File: src/rtl/qpos_pkg.sv
package qpos_pkg;
  typedef enum logic [1:0] {
    SRC_QUAD = 2'd0,
    SRC_DIR  = 2'd1,
    SRC_UP   = 2'd2,
    SRC_DOWN = 2'd3
  } src_e;

  localparam int ADDR_W   = 2;
  localparam logic [ADDR_W-1:0] ADDR_POS  = 2'd0;
  localparam logic [ADDR_W-1:0] ADDR_CEIL = 2'd1;
  localparam logic [ADDR_W-1:0] ADDR_DEC  = 2'd2;
  localparam logic [ADDR_W-1:0] ADDR_CTL  = 2'd3;

  localparam int SRC_LSB  = 14;
  localparam int EDGE_BIT = 11;
  localparam int EN_BIT   = 3;
endpackage

File: src/rtl/qpos_sync.sv
module qpos_sync #(
  parameter int W      = 2,
  parameter int STAGES = 2
) (
  input  logic         clk,
  input  logic         rst_n,
  input  logic [W-1:0] d,
  output logic [W-1:0] cur,
  output logic [W-1:0] prev
);
  logic [W-1:0] stg_q [STAGES];
  logic [W-1:0] prv_q;

  for (genvar i = 0; i < STAGES; i++) begin : g_stage
    if (i == 0) begin : g_first
      always_ff @(posedge clk or negedge rst_n) begin
        if (!rst_n) stg_q[i] <= '0;
        else        stg_q[i] <= d;
      end
    end else begin : g_next
      always_ff @(posedge clk or negedge rst_n) begin
        if (!rst_n) stg_q[i] <= '0;
        else        stg_q[i] <= stg_q[i-1];
      end
    end
  end

  always_ff @(posedge clk or negedge rst_n) begin
    if (!rst_n) prv_q <= '0;
    else        prv_q <= stg_q[STAGES-1];
  end

  assign cur  = stg_q[STAGES-1];
  assign prev = prv_q;
endmodule

File: src/rtl/qpos_decode.sv
module qpos_decode
  import qpos_pkg::*;
(
  input  src_e       src,
  input  logic       both_edges,
  input  logic [1:0] cur,   // {A,B}
  input  logic [1:0] prev,  // {A,B}
  output logic       inc,
  output logic       dec
);
  logic a_chg, b_chg, a_rise, a_evt;

  always_comb begin
    a_chg  = cur[1] ^ prev[1];
    b_chg  = cur[0] ^ prev[0];
    a_rise = cur[1] & ~prev[1];
    a_evt  = both_edges ? a_chg : a_rise;
    inc    = 1'b0;
    dec    = 1'b0;
    unique case (src)
      SRC_QUAD: if (a_chg ^ b_chg) begin
        if (prev[1] ^ cur[0]) inc = 1'b1;
        else                  dec = 1'b1;
      end
      SRC_DIR: if (a_rise) begin
        if (cur[0]) inc = 1'b1;
        else        dec = 1'b1;
      end
      SRC_UP:   inc = a_evt;
      SRC_DOWN: dec = a_evt;
      default: ;
    endcase
  end
endmodule

File: src/rtl/qpos_poscnt.sv
module qpos_poscnt #(
  parameter int W = 32
) (
  input  logic         clk,
  input  logic         rst_n,
  input  logic         en,
  input  logic         inc,
  input  logic         dec,
  input  logic         ld,
  input  logic [W-1:0] ld_val,
  input  logic [W-1:0] ceil,
  output logic [W-1:0] pos
);
  logic [W-1:0] pos_q, pos_d;
  logic         pos_ce;

  always_comb begin
    pos_d  = pos_q;
    pos_ce = 1'b0;
    if (ld && (ld_val <= ceil)) begin
      pos_d  = ld_val;
      pos_ce = 1'b1;
    end else if (en && inc) begin
      pos_d  = (pos_q >= ceil) ? '0 : pos_q + 1'b1;
      pos_ce = 1'b1;
    end else if (en && dec) begin
      pos_d  = (pos_q == '0) ? ceil : pos_q - 1'b1;
      pos_ce = 1'b1;
    end
  end

  always_ff @(posedge clk or negedge rst_n) begin
    if (!rst_n)      pos_q <= '0;
    else if (pos_ce) pos_q <= pos_d;
  end

  assign pos = pos_q;
endmodule

File: src/rtl/qpos_counter.sv
module qpos_counter
  import qpos_pkg::*;
#(
  parameter int POS_W       = 32,
  parameter int CTL_W       = 16,
  parameter int SYNC_STAGES = 2
) (
  input  logic              clk,
  input  logic              rst_n,
  input  logic              enc_a,
  input  logic              enc_b,
  input  logic              wr_en,
  input  logic [1:0]        wr_addr,
  input  logic [POS_W-1:0]  wr_data,
  input  logic [1:0]        rd_addr,
  output logic [POS_W-1:0]  rd_data,
  output logic [POS_W-1:0]  pos_out
);
  localparam int PAD_W = POS_W - CTL_W;

  logic [POS_W-1:0] ceil_q, ceil_d;
  logic [CTL_W-1:0] dec_q, dec_d, ctl_q, ctl_d;
  logic             ceil_ce, dec_ce, ctl_ce, pos_ld;
  logic [1:0]       ab_cur, ab_prev;
  logic             cnt_inc, cnt_dec;
  src_e             src;

  qpos_sync #(.W(2), .STAGES(SYNC_STAGES)) u_sync (
    .clk(clk), .rst_n(rst_n), .d({enc_a, enc_b}),
    .cur(ab_cur), .prev(ab_prev)
  );

  assign src = src_e'(dec_q[SRC_LSB +: 2]);

  qpos_decode u_dec (
    .src(src), .both_edges(dec_q[EDGE_BIT]),
    .cur(ab_cur), .prev(ab_prev),
    .inc(cnt_inc), .dec(cnt_dec)
  );

  assign pos_ld = wr_en && (wr_addr == ADDR_POS);

  qpos_poscnt #(.W(POS_W)) u_pos (
    .clk(clk), .rst_n(rst_n), .en(ctl_q[EN_BIT]),
    .inc(cnt_inc), .dec(cnt_dec),
    .ld(pos_ld), .ld_val(wr_data), .ceil(ceil_q),
    .pos(pos_out)
  );

  always_comb begin
    ceil_ce = wr_en && (wr_addr == ADDR_CEIL);
    dec_ce  = wr_en && (wr_addr == ADDR_DEC);
    ctl_ce  = wr_en && (wr_addr == ADDR_CTL);
    ceil_d  = wr_data;
    dec_d   = wr_data[CTL_W-1:0];
    ctl_d   = wr_data[CTL_W-1:0];
  end

  always_ff @(posedge clk or negedge rst_n) begin
    if (!rst_n) begin
      ceil_q <= '1;
      dec_q  <= '0;
      ctl_q  <= '0;
    end else begin
      if (ceil_ce) ceil_q <= ceil_d;
      if (dec_ce)  dec_q  <= dec_d;
      if (ctl_ce)  ctl_q  <= ctl_d;
    end
  end

  always_comb begin
    unique case (rd_addr)
      ADDR_POS:  rd_data = pos_out;
      ADDR_CEIL: rd_data = ceil_q;
      ADDR_DEC:  rd_data = {{PAD_W{1'b0}}, dec_q};
      default:   rd_data = {{PAD_W{1'b0}}, ctl_q};
    endcase
  end
endmodule

File: config.mk
export PLATFORM = sky130hd
export DESIGN_NAME = qpos_counter
export DESIGN_NICKNAME = d
export VERILOG_FILES = /design/src/rtl/qpos_pkg.sv /design/src/rtl/qpos_sync.sv /design/src/rtl/qpos_decode.sv /design/src/rtl/qpos_poscnt.sv /design/src/rtl/qpos_counter.sv
export SDC_FILE = /design/constraint.sdc
export NUM_CORES = 1
export LEC_CHECK = 0
export CORE_MARGIN = 10
export CORE_UTILIZATION = 50
export DETAILED_ROUTE_END_ITERATION = 7
export PLACE_DENSITY = 0.8
export SETUP_SLACK_MARGIN = 0.15
export SLEW_MARGIN = 0
export SYNTH_ARGS = -nofsm -noshare
export SYNTH_HDL_FRONTEND = slang
export SYNTH_HIERARCHICAL = 1
export SYNTH_SLANG_ARGS = --single-unit
File: constraint.sdc
create_clock -name clk -period 4.8 [get_ports clk]
set_clock_uncertainty 0.2 [all_clocks]
set_input_delay 0.72 -clock clk [delete_from_list [all_inputs] [get_ports clk]]
set_output_delay 0.72 -clock clk [all_outputs]
set_load 0.005 [all_outputs]
=== Yosys cells after proc, flatten, opt, wreduce, memory -nomap -nowiden ===
Index checks and enable logic that the tools add are counted.
Widths: inputs -> output; s select.

* Word-level logic and storage cells: 58
* Register bits after elaboration: 102
* Output and inout bits: 64

* Multiplexer cells: 20
* Equality and inequality tests: 8
* Bitwise logic cells: 6
* Reductions and logical operators: 13
* Magnitude comparators: 2
* Add/sub/neg operators: 2

{| class="wikitable"
|+ Operators with widths
! kind !! number
|-
| $mux 32 || 5
|-
| $pmux 32 s3 || 1
|-
| $add 32x1->32 const B || 1
|-
| $ge 32x32->1 || 1
|-
| $le 32x32->1 || 1
|-
| $logic_not 32->1 || 1
|-
| $sub 32x1->32 const B || 1
|-
| $mux 1 || 12
|-
| $eq 2x2->1 const B || 5
|-
| $logic_and 1x1->1 || 7
|-
| $eq 2x1->1 const B || 3
|-
| $logic_not 2->1 || 3
|-
| $pmux 1 s3 || 2
|-
| $xor 1x1->1 || 4
|-
| $reduce_bool 3->1 || 1
|-
| $reduce_and 2->1 || 1
|-
| $and 1x1->1 || 1
|-
| $not 1->1 || 1
|}

=== Depth between registers and ports, before layout ===
* Depth in word-level cells: 9
* Depth in mapped cells: 14
* Mapped depth without buffers: 12

=== Cells and area by module ===
Netlist, hierarchy kept.

{| class="wikitable"
|+ By module, submodules not included
! module !! instances !! area each (um^2) !! cells each !! sequential area each (um^2)
|-
| qpos_poscnt || 1 || 4742.0 || 672 || 800.8
|-
| qpos_counter || 1 || 3256.9 || 192 || 1641.6
|-
| qpos_sync || 1 || 165.2 || 8 || 150.1
|-
| qpos_decode || 1 || 126.4 || 17 || 0.0
|}

=== Least setup slack after synthesis ===
OpenSTA, ideal clock, no wires.

* Path kind: register to register
* Start point: register u_sync.stg_q, in the netlist u_sync/cur[1]
* End point: register u_pos.pos_q[29] (netlist: u_pos/pos[29])
* Slack: 1.477 ns
* Period minus slack after synthesis: 3.323 ns
* Library setup time: 0.082 ns
* Arrival time: 3.041 ns
* Cell stages (with the launch flop): 15
* Buffers on the path: 3
* Cell sequence: dfrtp_1 > buf_4 > ha_1 > xnor3_1 > a211oi_1 > o22ai_1 > nand2_1 > nor2_1 > o2111ai_1 > or2_2 > clkbuf_1 > buf_1 > nor3_1 > nor2_1 > a31oi_1

{| class="wikitable"
|+ RTL lines
! what !! RTL line !! text
|-
| from (decl) || qpos_sync.sv:11 || <nowiki>logic [W-1:0] stg_q [STAGES];</nowiki>
|-
| from (signal, indexed assignment) || qpos_sync.sv:23 || <nowiki>else stg_q[i] <= stg_q[i-1];</nowiki>
|-
| $xor 1x1->1 || qpos_decode.sv:14 || <nowiki>a_chg = cur[1] ^ prev[1];</nowiki>
|-
| $xor 1x1->1 || qpos_decode.sv:21 || <nowiki>SRC_QUAD: if (a_chg ^ b_chg) begin</nowiki>
|-
| $mux 1 || qpos_decode.sv:21 ||
|-
| $pmux 1 s3 * || qpos_decode.sv:20 || <nowiki>unique case (src)</nowiki>
|-
| named net cnt_inc || qpos_counter.sv:25 || <nowiki>logic cnt_inc, cnt_dec;</nowiki>
|-
| $logic_and 1x1->1 * || qpos_poscnt.sv:23 || <nowiki>end else if (en && inc) begin</nowiki>
|-
| $mux 1 || qpos_poscnt.sv:23 ||
|-
| $mux 1 || qpos_poscnt.sv:20 || <nowiki>if (ld && (ld_val <= ceil)) begin</nowiki>
|-
| $reduce_and 2->1 (no line) || -- ||
|-
| to (signal assigned) || qpos_poscnt.sv:34 || <nowiki>else if (pos_ce) pos_q <= pos_d;</nowiki>
|-
| to (decl) || qpos_poscnt.sv:14 || <nowiki>logic [W-1:0] pos_q, pos_d;</nowiki>
|}

The timed path passes the listed nets; every way through them passes the cells marked *.
A chain may end at the register's enable or synchronous reset.

=== Worst setup path in the final report ===
* Start point: register u_sync.prv_q[1] (netlist: u_sync/prev[1])
* End point: register u_pos.pos_q[19] (netlist: u_pos/pos[19])

{| class="wikitable"
|+ RTL lines
! what !! RTL line !! text
|-
| from (decl) || qpos_sync.sv:12 || <nowiki>logic [W-1:0] prv_q;</nowiki>
|-
| from (signal assigned) || qpos_sync.sv:30 || <nowiki>else prv_q <= stg_q[STAGES-1];</nowiki>
|-
| $xor 1x1->1, or another cell as far along || qpos_decode.sv:22 || <nowiki>if (prev[1] ^ cur[0]) inc = 1'b1;</nowiki>
|-
| $mux 1, or another cell as far along || qpos_decode.sv:22 ||
|-
| $mux 1 (on tied branches) || qpos_decode.sv:21, qpos_decode.sv:17, qpos_decode.sv:25 ||
|-
| $pmux 1 s3 * || qpos_decode.sv:20 ||
|-
| named net cnt_inc || qpos_counter.sv:25 ||
|-
| $logic_and 1x1->1 * || qpos_poscnt.sv:23 ||
|-
| $mux 1 || qpos_poscnt.sv:23 ||
|-
| $mux 1 || qpos_poscnt.sv:20 ||
|-
| $reduce_and 2->1 (no line) || -- ||
|}

Marked as above.

==> metrics.txt <==
outcome=finished clean; Core Rows=47; commonest non-fill, non-tap cell in the layout=clkdlybuf4s50_1; RSZ-0062 raised after global routing=no; CTS sink count=between 100 and 150; Req. time, crit path=4.88 ns; vias in the first global route=7357; crit path launch type=flip-flop; most frequent cells in the layout=clkdlybuf4s50_1 (102), nor2_1 (86), dfrtp_1 (70), nand2_1 (70), ha_1 (68); Yosys cell types=67; Layout Nets=1073; Final Non-Filler Cells=1189; Crit path max-delay family=compound AO/OA/AOI/OAI gates; Tightest Pin Transition=1.09 ns; Clock transition at path regs=0.07 ns; syn_nets=998; 1st-pass router iterations=5; floorplan die height=149 um; register area share after synthesis=0.313; Min Clock Period, post-route=3.89 ns; setup TNS=0 ns; Synth Flop Type=dfrtp_1; cell chain of the critical path=inv_1 > ha_1 > xnor3_1 > a211oi_1 > o22ai_1 > nand2_1 > buf_4 > nor2_1 > o2111ai_1 > or2_2 > o41ai_1 > a21oi_1 > a21oi_1; post-CTS resize count=0; Tcrit/Tclk final=0.811; fill count=1339; initial antenna violation count=0; Max VDD drop=246 uV; Clock Latency Late Sink=0.37 ns; routed wire length=23300 um; Synth Instances=889; Final ANT Viol Nets=0; Tot Pwr=4.58 mW; Max Slew Vio Count=0; n_diodes=0; pin count of the biggest net entering global routing=63; worst slack at placement=approximately 0.84 ns; root buf cell=clkbuf_16; warnings from Yosys=6; Avg Inst Size Synth=between 9 and 10 um^2; flop and latch count out of synthesis=102; # Post-CTS Setup Buffers=0; CP most frequent cell=a21oi_1; I/O pin cnt=105; asr flop ratio synth=1.00; Rel. slew slack=0.272; placed cell count=~1200; Routed WL per cell=19.6 um; Detail Placement HPWL=about 17000 um; Final Hold Viols=0; Crit-path slowest cell=or2_2; share of cells above drive strength 1=0.168; Iteration-0 DRC Markers=~700; first-pass GRT wire length=38600 um; Critical Path AT=3.97 ns; buffers plus inverters on the worst setup path=2; maximum capacitance violations=0; Cell Area, Synth=between 8000 and 9000 um^2; CTS tree=done; worst min path class=reg2reg; total number of vias=7275; cts bufs inserted=9; H-tree depth=3; CP max stage delay=0.63 ns; GRT Residual Overflow=0; post-route core utilization=0.595; buffers added on ports=104; Vias/cell=6.12; RePlAce Congestion=roughly 0.96; Initial Util=0.505; Die X=149 um; die area=22100 um^2; Power Density=469 nW/um^2; DR DRC count=0; PnR worst setup slack=0.908 ns; Post-synth EDFFs=0; final setup fails=0; crit end category=flip-flop; area grow syn2layout=17.7%; Max clock buf depth=2; core area=16400 um^2; CP max FO=39; Hold-fix buffers, CTS=0; fmax=0.257 GHz; CP Class=reg2reg; gr usage total=0.213; Leakage=around 4.2 nW
## final cells by class
type | count | area [um^2] | share of cell area
Sequential cell | 102 | 2590 | 0.266
Tap cell | 220 | 275 | 0.0282
Inverter | 45 | 169 | 0.0173
Clock buffer | 10 | 229 | 0.0235
Multi-Input combinational cell | 684 | 5240 | 0.538
Clock inverter | 6 | 76.3 | 0.00782
Timing Repair Buffer | 122 | 1170 | 0.120
## cells by family after synthesis
| kind of cell | after synthesis | share of synthesized area |
|---|---|---|
| adder cells (fa/ha/maj) | 68 | 0.103 |
| XOR/XNOR | 22 | 0.0249 |
| buffers and inverters | 103 | 0.0561 |
| AND/OR/NAND/NOR | 295 | 0.179 |
| multiplexers | 98 | 0.170 |
| AO/OA/AOI/OAI | 201 | 0.154 |
| flip-flops | 102 | 0.313 |
## sequential cells by signal (all words and copies together), names as in the netlist
| name | cells |
|---|---|
| u_sync/cur | 2 |
| ceil_q | 32 |
| ctl_q | 16 |
| u_sync/prev | 2 |
| u_pos/pos | 32 |
| u_sync/stg_q | 2 |
| dec_q | 16 |
## Yosys cell counts (24+ instances only)
library cell / count / share of area
a21oi_1: 60 / 0.036
o211ai_1: 26 / 0.024
ha_1: 68 / 0.10
dfrtp_1: 70 / 0.21
nand3_1: 24 / 0.014
o21ai_0: 44 / 0.027
nand2_1: 70 / 0.032
mux2_4: 40 / 0.072
nor2_1: 87 / 0.039
clkbuf_1: 37 / 0.017
inv_1: 45 / 0.020
mux2_2: 25 / 0.034
nor3_1: 28 / 0.017
dfstp_2: 32 / 0.10
## per-layer routing
| metal | vias to the layer above | global-route usage | wire [um] |
|---|---|---|---|
| li1 | 3438 | - | - |
| met1 | 3507 | 0.283 | 10300 |
| met2 | 285 | 0.340 | 10800 |
| met3 | 45 | 0.0413 | 1650 |
| met4 | 0 | 0.0756 | 527 |
| met5 | - | 0 | 0 |
## power by group
part | total [mW] | leakage, nW | switching [mW] | internal (mW)
registers | 1.67 | 1.17 | 0.538 | 1.13
clock network | 0.772 | 0.150 | 0.357 | 0.415
logic | 2.14 | 2.84 | 0.978 | 1.16
## stage by stage
stage               area, um^2  hold slack (ns)
floorplan                 8290            0.131
global route              9750            0.171
finish                    9750            0.154
detailed placement        9450            0.140
global placement          9450            0.135
CTS                       9750            0.157
## worst paths after layout
check / start / to / slack, ns / cells after the start
max reg2reg: u_sync/prev[1]$_DFF_PN0_ / u_pos/pos[19]$_DFFE_PN0P_ / 0.91 / 13
min reg2reg: u_sync/stg_q[2]$_DFF_PN0_ / u_sync/cur[0]$_DFF_PN0_ / 0.15 / 0
min: u_sync/stg_q[2]$_DFF_PN0_ / u_sync/cur[0]$_DFF_PN0_ / 0.15 / 0
min in group asynchronous: rst_n / u_sync/stg_q[2]$_DFF_PN0_ / 0.24 / 1
max: u_sync/prev[1]$_DFF_PN0_ / u_pos/pos[19]$_DFFE_PN0P_ / 0.91 / 13
max in group asynchronous: rst_n / ceil_q[22]$_DFFE_PN1P_ / 3.12 / 2
Power figures use the tool's default switching activity.
